--- src/rtl/dmap_pkg.sv ---
package dmap_pkg;
    localparam int DW = 8;
    localparam int IW = $clog2(DW);

    typedef enum logic [1:0] {
        K_REG  = 2'b00,
        K_DIR  = 2'b01,
        K_BIT  = 2'b10,
        K_NONE = 2'b11
    } kind_e;

    typedef enum logic [1:0] {
        OP_RD  = 2'b00,
        OP_WR  = 2'b01,
        OP_SET = 2'b10,
        OP_CLR = 2'b11
    } op_e;

    typedef struct packed {
        logic [DW-1:0] byte_addr;
        logic [IW-1:0] bit_idx;
        logic          sfr;
        logic          hit;
    } xlate_t;
endpackage

--- src/rtl/dmap_decode.sv ---
module dmap_decode
    import dmap_pkg::*;
#(
    parameter int            REG_AW   = 3,
    parameter int            RS_W     = 2,
    parameter logic [DW-1:0] BIT_BASE = 8'h20
) (
    input  kind_e          kind_i,
    input  logic [DW-1:0]  addr_i,
    input  logic [RS_W-1:0] rs_i,
    output xlate_t         xl_o
);
    localparam int BIT_ROW_W = DW - 1 - IW;

    logic [DW-1:0] reg_byte;
    logic [DW-1:0] low_bit_byte;
    logic [DW-1:0] high_bit_byte;

    always_comb begin
        reg_byte      = DW'({rs_i, addr_i[REG_AW-1:0]});
        low_bit_byte  = BIT_BASE + DW'(addr_i[DW-2 -: BIT_ROW_W]);
        high_bit_byte = {addr_i[DW-1:IW], {IW{1'b0}}};

        xl_o           = '0;
        xl_o.hit       = (kind_i != K_NONE);
        xl_o.bit_idx   = addr_i[IW-1:0];
        unique case (kind_i)
            K_REG:   xl_o.byte_addr = reg_byte;
            K_DIR:   xl_o.byte_addr = addr_i;
            K_BIT:   xl_o.byte_addr = addr_i[DW-1] ? high_bit_byte : low_bit_byte;
            default: xl_o.byte_addr = '0;
        endcase
        xl_o.sfr = xl_o.hit && xl_o.byte_addr[DW-1];
    end
endmodule

--- src/rtl/dmap_store.sv ---
module dmap_store
    import dmap_pkg::*;
#(
    parameter int            RAM_DEPTH = 128,
    parameter logic [DW-1:0] PSW_ADDR  = 8'hD0,
    parameter logic [DW-1:0] SP_ADDR   = 8'h81,
    parameter logic [DW-1:0] SP_RESET  = 8'h07
) (
    input  logic          clk,
    input  logic          rst_n,
    input  logic [DW-1:0] acc_i,
    input  logic          valid_i,
    input  kind_e         kind_i,
    input  op_e           op_i,
    input  xlate_t        xl_i,
    input  logic [DW-1:0] wdata_i,
    output logic [DW-1:0] psw_o,
    output logic [DW-1:0] rd_data_o,
    output logic          rd_bit_o,
    output logic          rd_valid_o
);
    localparam int RAM_AW = $clog2(RAM_DEPTH);

    typedef struct packed {
        logic [RAM_DEPTH-1:0][DW-1:0] ram;
        logic [DW-1:1]                psw;
        logic [DW-1:0]                sp;
        logic [DW-1:0]                rd_data;
        logic                         rd_bit;
        logic                         rd_valid;
    } state_t;

    state_t s_d, s_q;

    logic [DW-1:0]     psw_view;
    logic [DW-1:0]     cur;
    logic [DW-1:0]     mask;
    logic [DW-1:0]     new_byte;
    logic [RAM_AW-1:0] ram_idx;
    logic              is_bit, act, rd_req, wr_any, ram_we, psw_we, sp_we;

    always_comb begin
        psw_view = {s_q.psw, ^acc_i};
        ram_idx  = xl_i.byte_addr[RAM_AW-1:0];
        is_bit   = (kind_i == K_BIT);
        act      = valid_i && xl_i.hit;
        mask     = DW'(1) << xl_i.bit_idx;

        if (!xl_i.sfr)                        cur = s_q.ram[ram_idx];
        else if (xl_i.byte_addr == PSW_ADDR)  cur = psw_view;
        else if (xl_i.byte_addr == SP_ADDR)   cur = s_q.sp;
        else                                  cur = '0;

        new_byte = cur;
        wr_any   = 1'b0;
        unique case (op_i)
            OP_WR: begin
                new_byte = is_bit ? ((cur & ~mask) | (wdata_i[0] ? mask : '0)) : wdata_i;
                wr_any   = 1'b1;
            end
            OP_SET: begin
                new_byte = cur | mask;
                wr_any   = is_bit;
            end
            OP_CLR: begin
                new_byte = cur & ~mask;
                wr_any   = is_bit;
            end
            default: ;
        endcase

        rd_req = act && (op_i == OP_RD);
        ram_we = act && wr_any && !xl_i.sfr;
        psw_we = act && wr_any && xl_i.sfr && (xl_i.byte_addr == PSW_ADDR);
        sp_we  = act && wr_any && xl_i.sfr && (xl_i.byte_addr == SP_ADDR);

        s_d          = s_q;
        s_d.rd_valid = rd_req;
        if (rd_req) begin
            s_d.rd_data = cur;
            s_d.rd_bit  = cur[xl_i.bit_idx];
        end
        if (ram_we) s_d.ram[ram_idx] = new_byte;
        if (psw_we) s_d.psw = new_byte[DW-1:1];
        if (sp_we)  s_d.sp  = new_byte;
    end

    always_ff @(posedge clk or negedge rst_n) begin
        if (!rst_n) begin
            s_q    <= '0;
            s_q.sp <= SP_RESET;
        end else begin
            s_q <= s_d;
        end
    end

    assign psw_o      = psw_view;
    assign rd_data_o  = s_q.rd_data;
    assign rd_bit_o   = s_q.rd_bit;
    assign rd_valid_o = s_q.rd_valid;

    a_r7_neighbours_kept: assert property (@(posedge clk) disable iff (!rst_n)
        (ram_we && is_bit) |=>
        (((s_q.ram[$past(ram_idx)] ^ $past(cur)) & ~$past(mask)) == '0));

    a_r10_ram_quiet: assert property (@(posedge clk) disable iff (!rst_n)
        !ram_we |=> $stable(s_q.ram));

    a_r8_status_quiet: assert property (@(posedge clk) disable iff (!rst_n)
        !psw_we |=> $stable(s_q.psw));

    a_r9_read_flags: assert property (@(posedge clk) disable iff (!rst_n)
        rd_req |=> rd_valid_o);

    a_r9_no_stray_valid: assert property (@(posedge clk) disable iff (!rst_n)
        !rd_req |=> !rd_valid_o);
endmodule

--- src/rtl/dmap_top.sv ---
module dmap_top
    import dmap_pkg::*;
(
    input  logic       clk,
    input  logic       rst_n,
    input  logic [7:0] acc_i,
    input  logic       req_valid_i,
    input  logic [1:0] req_kind_i,
    input  logic [1:0] req_op_i,
    input  logic [7:0] req_addr_i,
    input  logic [7:0] req_wdata_i,
    output logic [7:0] phys_addr_o,
    output logic       sfr_sel_o,
    output logic [2:0] bit_idx_o,
    output logic [7:0] rd_data_o,
    output logic       rd_bit_o,
    output logic       rd_valid_o,
    output logic [7:0] psw_o
);
    localparam int RS_W  = 2;
    localparam int RS_LO = 3;

    kind_e  kind;
    op_e    op;
    xlate_t xl;

    assign kind = kind_e'(req_kind_i);
    assign op   = op_e'(req_op_i);

    dmap_decode #(
        .REG_AW  (3),
        .RS_W    (RS_W),
        .BIT_BASE(8'h20)
    ) u_decode (
        .kind_i(kind),
        .addr_i(req_addr_i),
        .rs_i  (psw_o[RS_LO +: RS_W]),
        .xl_o  (xl)
    );

    dmap_store #(
        .RAM_DEPTH(128),
        .PSW_ADDR (8'hD0),
        .SP_ADDR  (8'h81),
        .SP_RESET (8'h07)
    ) u_store (
        .clk       (clk),
        .rst_n     (rst_n),
        .acc_i     (acc_i),
        .valid_i   (req_valid_i),
        .kind_i    (kind),
        .op_i      (op),
        .xl_i      (xl),
        .wdata_i   (req_wdata_i),
        .psw_o     (psw_o),
        .rd_data_o (rd_data_o),
        .rd_bit_o  (rd_bit_o),
        .rd_valid_o(rd_valid_o)
    );

    assign phys_addr_o = xl.byte_addr;
    assign sfr_sel_o   = xl.sfr;
    assign bit_idx_o   = xl.bit_idx;

    a_r2_bank_window: assert property (@(posedge clk) disable iff (!rst_n)
        (req_valid_i && kind == K_REG) |->
        (phys_addr_o[7:5] == 3'b000 && phys_addr_o[4:3] == psw_o[4:3] && !sfr_sel_o));

    a_r5_bit_region: assert property (@(posedge clk) disable iff (!rst_n)
        (req_valid_i && kind == K_BIT && !req_addr_i[7]) |->
        (phys_addr_o[7:4] == 4'h2 && bit_idx_o == req_addr_i[2:0]));

    a_r6_sfr_bit_aligned: assert property (@(posedge clk) disable iff (!rst_n)
        (req_valid_i && kind == K_BIT && req_addr_i[7]) |->
        (sfr_sel_o && phys_addr_o[2:0] == 3'b000));

    a_r4_direct_select: assert property (@(posedge clk) disable iff (!rst_n)
        (req_valid_i && kind == K_DIR) |-> (sfr_sel_o == req_addr_i[7]));
endmodule

--- config.mk ---
export PLATFORM = sky130hd
export DESIGN_NAME = dmap_top
export DESIGN_NICKNAME = d
export VERILOG_FILES = /design/src/rtl/dmap_pkg.sv /design/src/rtl/dmap_decode.sv /design/src/rtl/dmap_store.sv /design/src/rtl/dmap_top.sv
export SDC_FILE = /design/constraint.sdc
export NUM_CORES = 2
export LEC_CHECK = 0
export BUFFER_PORTS_ARGS = -buffer_cell sky130_fd_sc_hd__buf_2
export CORE_MARGIN = 8
export CORE_UTILIZATION = 44
export CTS_CLUSTER_SIZE = 20
export DETAILED_ROUTE_END_ITERATION = 8
export MAX_ROUTING_LAYER = met4
export PLACE_DENSITY = 0.58
export SETUP_SLACK_MARGIN = 0.15
export SLEW_MARGIN = 10
export SYNTH_ARGS = -nofsm -noshare
export SYNTH_HDL_FRONTEND = slang
export SYNTH_SLANG_ARGS = --single-unit
--- constraint.sdc ---
create_clock -name clk -period 3.4 [get_ports clk]
set_input_delay 0.34 -clock clk [delete_from_list [all_inputs] [get_ports clk]]
set_output_delay 0.34 -clock clk [all_outputs]
set_load 0.01 [all_outputs]
==> impl_metrics.yaml <==
finish:
  finalNonFillerCells: 7115
  fin_area_mm2: 0.0595
  regArea_mm2: 0.0263
  multiInputGateArea_mm2: 0.0203
  fill_cells: 9491
  final_layout_size_suffix_gt1_frac: 0.195
  nNetsFinal: 5646
  n_antenna_cell: 0
  syn_to_final_growth_pct: 24.8
clock_network:
  htreeDepth: 3
  cts_root_buffer: "clkbuf_16"
  insertion_delay_ns: 0.71
  cts_inserted_buffers: 113
  cts.path.max_buffers: 3
  cts.sinks: 1049
  tritoncts: "done"
  path_clk_slew_ns: 0.06
synth:
  synthFlopType: "dfrtp_1"
  async_flop_share: 1.00
  synth_area_mm2: 0.0477
  syn_nets: 5298
  avgSynthCellArea_um2: 9.06
  synth_edf_count: 0
  yosysSeqAreaShare: 0.550
  yosys_warnings: 0
  postSynthCellCount: 5267
  synth_seq_cells: 1049
  yosysUniqueCellTypes: 86
sta:
  worst_slew_pin_slew_ns: 0.970
  max_freq_ghz: 0.286
  setup_violations: 276
  slew_headroom: 0.353
  rsz0062_at_grt: "yes"
  finClkSkew_ns: 0.0286
  setup_ws_ns: -0.101
  hold_violations: 0
  setup_tns_ns: -8.49
  slew_violations: 0
  fin_crit_ns: 3.50
  period_share: 1.03
detailed_routing:
  vias: 41064
  vias_per_cell: 5.77
  routed_wl_mm: 162
  drc_errors: 0
  avgRoutedWirePerCell_um: 22.8
  drt_pass1_iterations: 7
  ant_nets: 0
  drt-initial-drc-count: 4702
placement:
  dpl.cell_count: 6833
  numPortBuffers: 60
  place_area_mm2: 0.0532
  dpl.hpwl_mm: 102
  place_congestion: 0.913
job:
  cap_violations: 0
critical_path:
  startpoint_type: "flop"
  reg2reg_from: "u_store.psw_o[3]$_DFFE_PN0P_"
  cp_common_cell: "buf_12"
  crit_path_max_fanout: 17
  crit_chain: "or3b_1 -> o211a_4 -> clkinv_4 -> buf_12 -> nand2_4 -> buf_12 -> buf_12 -> a31oi_1 -> o41ai_2 -> buf_4 -> o2111ai_4 -> o21a_1 -> o22a_4 -> a21boi_2 -> buf_12 -> a21oi_1"
  arrival_ns: 4.12
  end_kind: "flop"
  critPathMaxStageDelay_ns: 0.37
  rrSetupSlack_ns: -0.10
  timing.rr.end: "u_store.s_q[318]$_DFFE_PN0P_"
  cp.required_ns: 4.02
  crit_path_start: "u_store.psw_o[3]$_DFFE_PN0P_"
  endpoint: "u_store.s_q[318]$_DFFE_PN0P_"
  r2r_cells: 16
  critical_path_class: "flop to flop"
  crit_slowest_cell: "dfrtp_1"
power_and_ir_drop:
  powerDensity_mw_per_mm2: 546
  peakVddDrop_uv: 426
  p_leak_uw: 0.0268
run_status:
  violations: "setup timing"
  status: "complete, but fails checks"
grt:
  grt_pass1_wl_mm: 245
  overflow: 0
  antenna_found_initial: 1
  grt_max_degree: 146
  grtUsageTotal: 0.267
  grt_pass1_vias: 39583
floorplan:
  design.core.area_mm2: 0.107
  initial_core_util: 0.444
  row_count: 120
  num_io_pins: 61
  die_h_um: 345
  die_w_um: 345
  die_area_mm2: 0.119
min_path:
  hold_path_class: "input port to asynchronous set/reset pin"
==> state kept, by name, indices dropped and copies added, names as in the netlist <==
signal              count
u_store.rd_valid_o      1
u_store.psw_o           7
u_store.s_q          1032
u_store.rd_data_o       8
u_store.rd_bit_o        1
==> kinds of logic after synthesis <==
family,count (synthesis),synth area share
multiplexers,202,0.0441
XOR/XNOR,7,0.00129
buffers and inverters,475,0.0471
AO/OA/AOI/OAI,1524,0.190
flip-flops,1049,0.550
AND/OR/NAND/NOR,2010,0.167
==> metal layers <==
| layer | track usage | routed length (µm) | up-vias |
|---|---|---|---|
| li1 | - | - | 18926 |
| met1 | 0.376 | 72500 | 20342 |
| met2 | 0.400 | 73300 | 1506 |
| met3 | 0.0393 | 11800 | 290 |
| met4 | 0.0810 | 4830 | 0 |
| met5 | - | 0 | - |
==> Yosys cell counts, types with 5 or more instances <==
master,instances,area (µm²)
a22oi_1,12,90.1
o22a_1,7,61.3
o21ai_0,189,946
mux4_2,6,135
and3_1,20,125
and2_1,6,37.5
o31ai_1,6,45.0
nand3_1,118,591
mux2_2,6,67.6
a21oi_1,952,4760
a211oi_1,18,135
buf_4,54,405
a32o_1,5,50.1
a2111oi_0,7,61.3
nor3_1,18,90.1
a31oi_1,41,257
mux2i_1,190,1900
xnor2_1,6,52.6
nor2b_1,6,37.5
buf_6,11,124
o41ai_2,13,211
buf_2,134,671
nor2_1,1032,3870
a32oi_1,179,1570
a311oi_1,12,105
nor4_1,8,50.1
nand2_1,772,2900
buf_1,6,22.5
dfrtp_1,1046,26200
inv_1,14,52.6
a21oi_2,11,96.3
clkbuf_1,248,931
o41ai_1,18,158
==> cells in the final DEF, fill, tap and decap left out, drive strengths merged, types with 5 or more instances in the layout <==
cell	count
bufinv	15
o41ai	32
nor3	18
o21ai	191
a31oi	41
dfrtp	1046
mux4	6
a32oi	179
xnor2	6
nor2b	6
clkinv	29
clkbuf	181
a211oi	19
a21boi	6
and2	7
a311oi	12
a32o	5
a21oi	963
o31ai	6
mux2i	190
and3	20
mux2	6
nand2b	5
bufbuf	5
nand3	118
nand2	773
nor2	1034
nor4	10
a22oi	13
buf	666
a2111oi	7
inv	20
o22a	8
==> stage by stage <==
step,utilization,hold WS (ns),setup slack [ns],total power (µW)
floorplan,-,0.0444,0.0890,16300
global placement,0.495,0.287,-0.876,18400
detailed placement,0.495,0.280,-0.950,18500
CTS,0.546,0.153,-0.0180,32300
global route,0.555,0.185,-0.151,33600
finish,0.555,0.165,-0.101,32500
==> area by class of cell <==
cell class,instances,area share
Sequential cell,1049,0.441
Timing Repair inverter,1,0.000147
Multi-Input combinational cell,3744,0.341
Clock inverter,43,0.0101
Tap cell,1403,0.0295
Clock buffer,169,0.0575
Inverter,22,0.00187
Timing Repair Buffer,684,0.119
==> repair_timing <==
action,in CTS,in global routing
setup buffers,24,16
cloned,16,13
endpoints found under the hold margin,168,0
resized for setup,149,159
endpoints found under the setup margin,1043,1025
pin swaps,37,37
hold buffers,1,0
==> report_power, final <==
part           switching, µW  internal, µW
sequential               402         13200
combinational           3420          2220
clock                   5210          8060
total                   9030         23500
==> worst max-delay path: cells and delay by family, from the launching register on <==
family / cells / cell delay (ns)
flip-flops: 1 / 0.37
AO/OA/AOI/OAI: 8 / 1.76
buffers and inverters: 6 / 1.01
AND/OR/NAND/NOR: 2 / 0.25
==> how the worst min path moves through the flow <==
| stage | end | slack [ns] |
|---|---|---|
| finish | u_store.s_q[967]$_DFFE_PN0P_ | 0.16 |
| CTS | u_store.rd_bit_o$_DFFE_PN0P_ | 0.15 |
| global route | u_store.s_q[935]$_DFFE_PN0P_ | 0.18 |
| floorplan | u_store.psw_o[1]$_DFFE_PN0P_ | 0.04 |
| global placement | u_store.s_q[957]$_DFFE_PN0P_ | 0.29 |
| detailed placement | u_store.s_q[967]$_DFFE_PN0P_ | 0.28 |
Note: power is estimated with default switching activity, not from simulation.
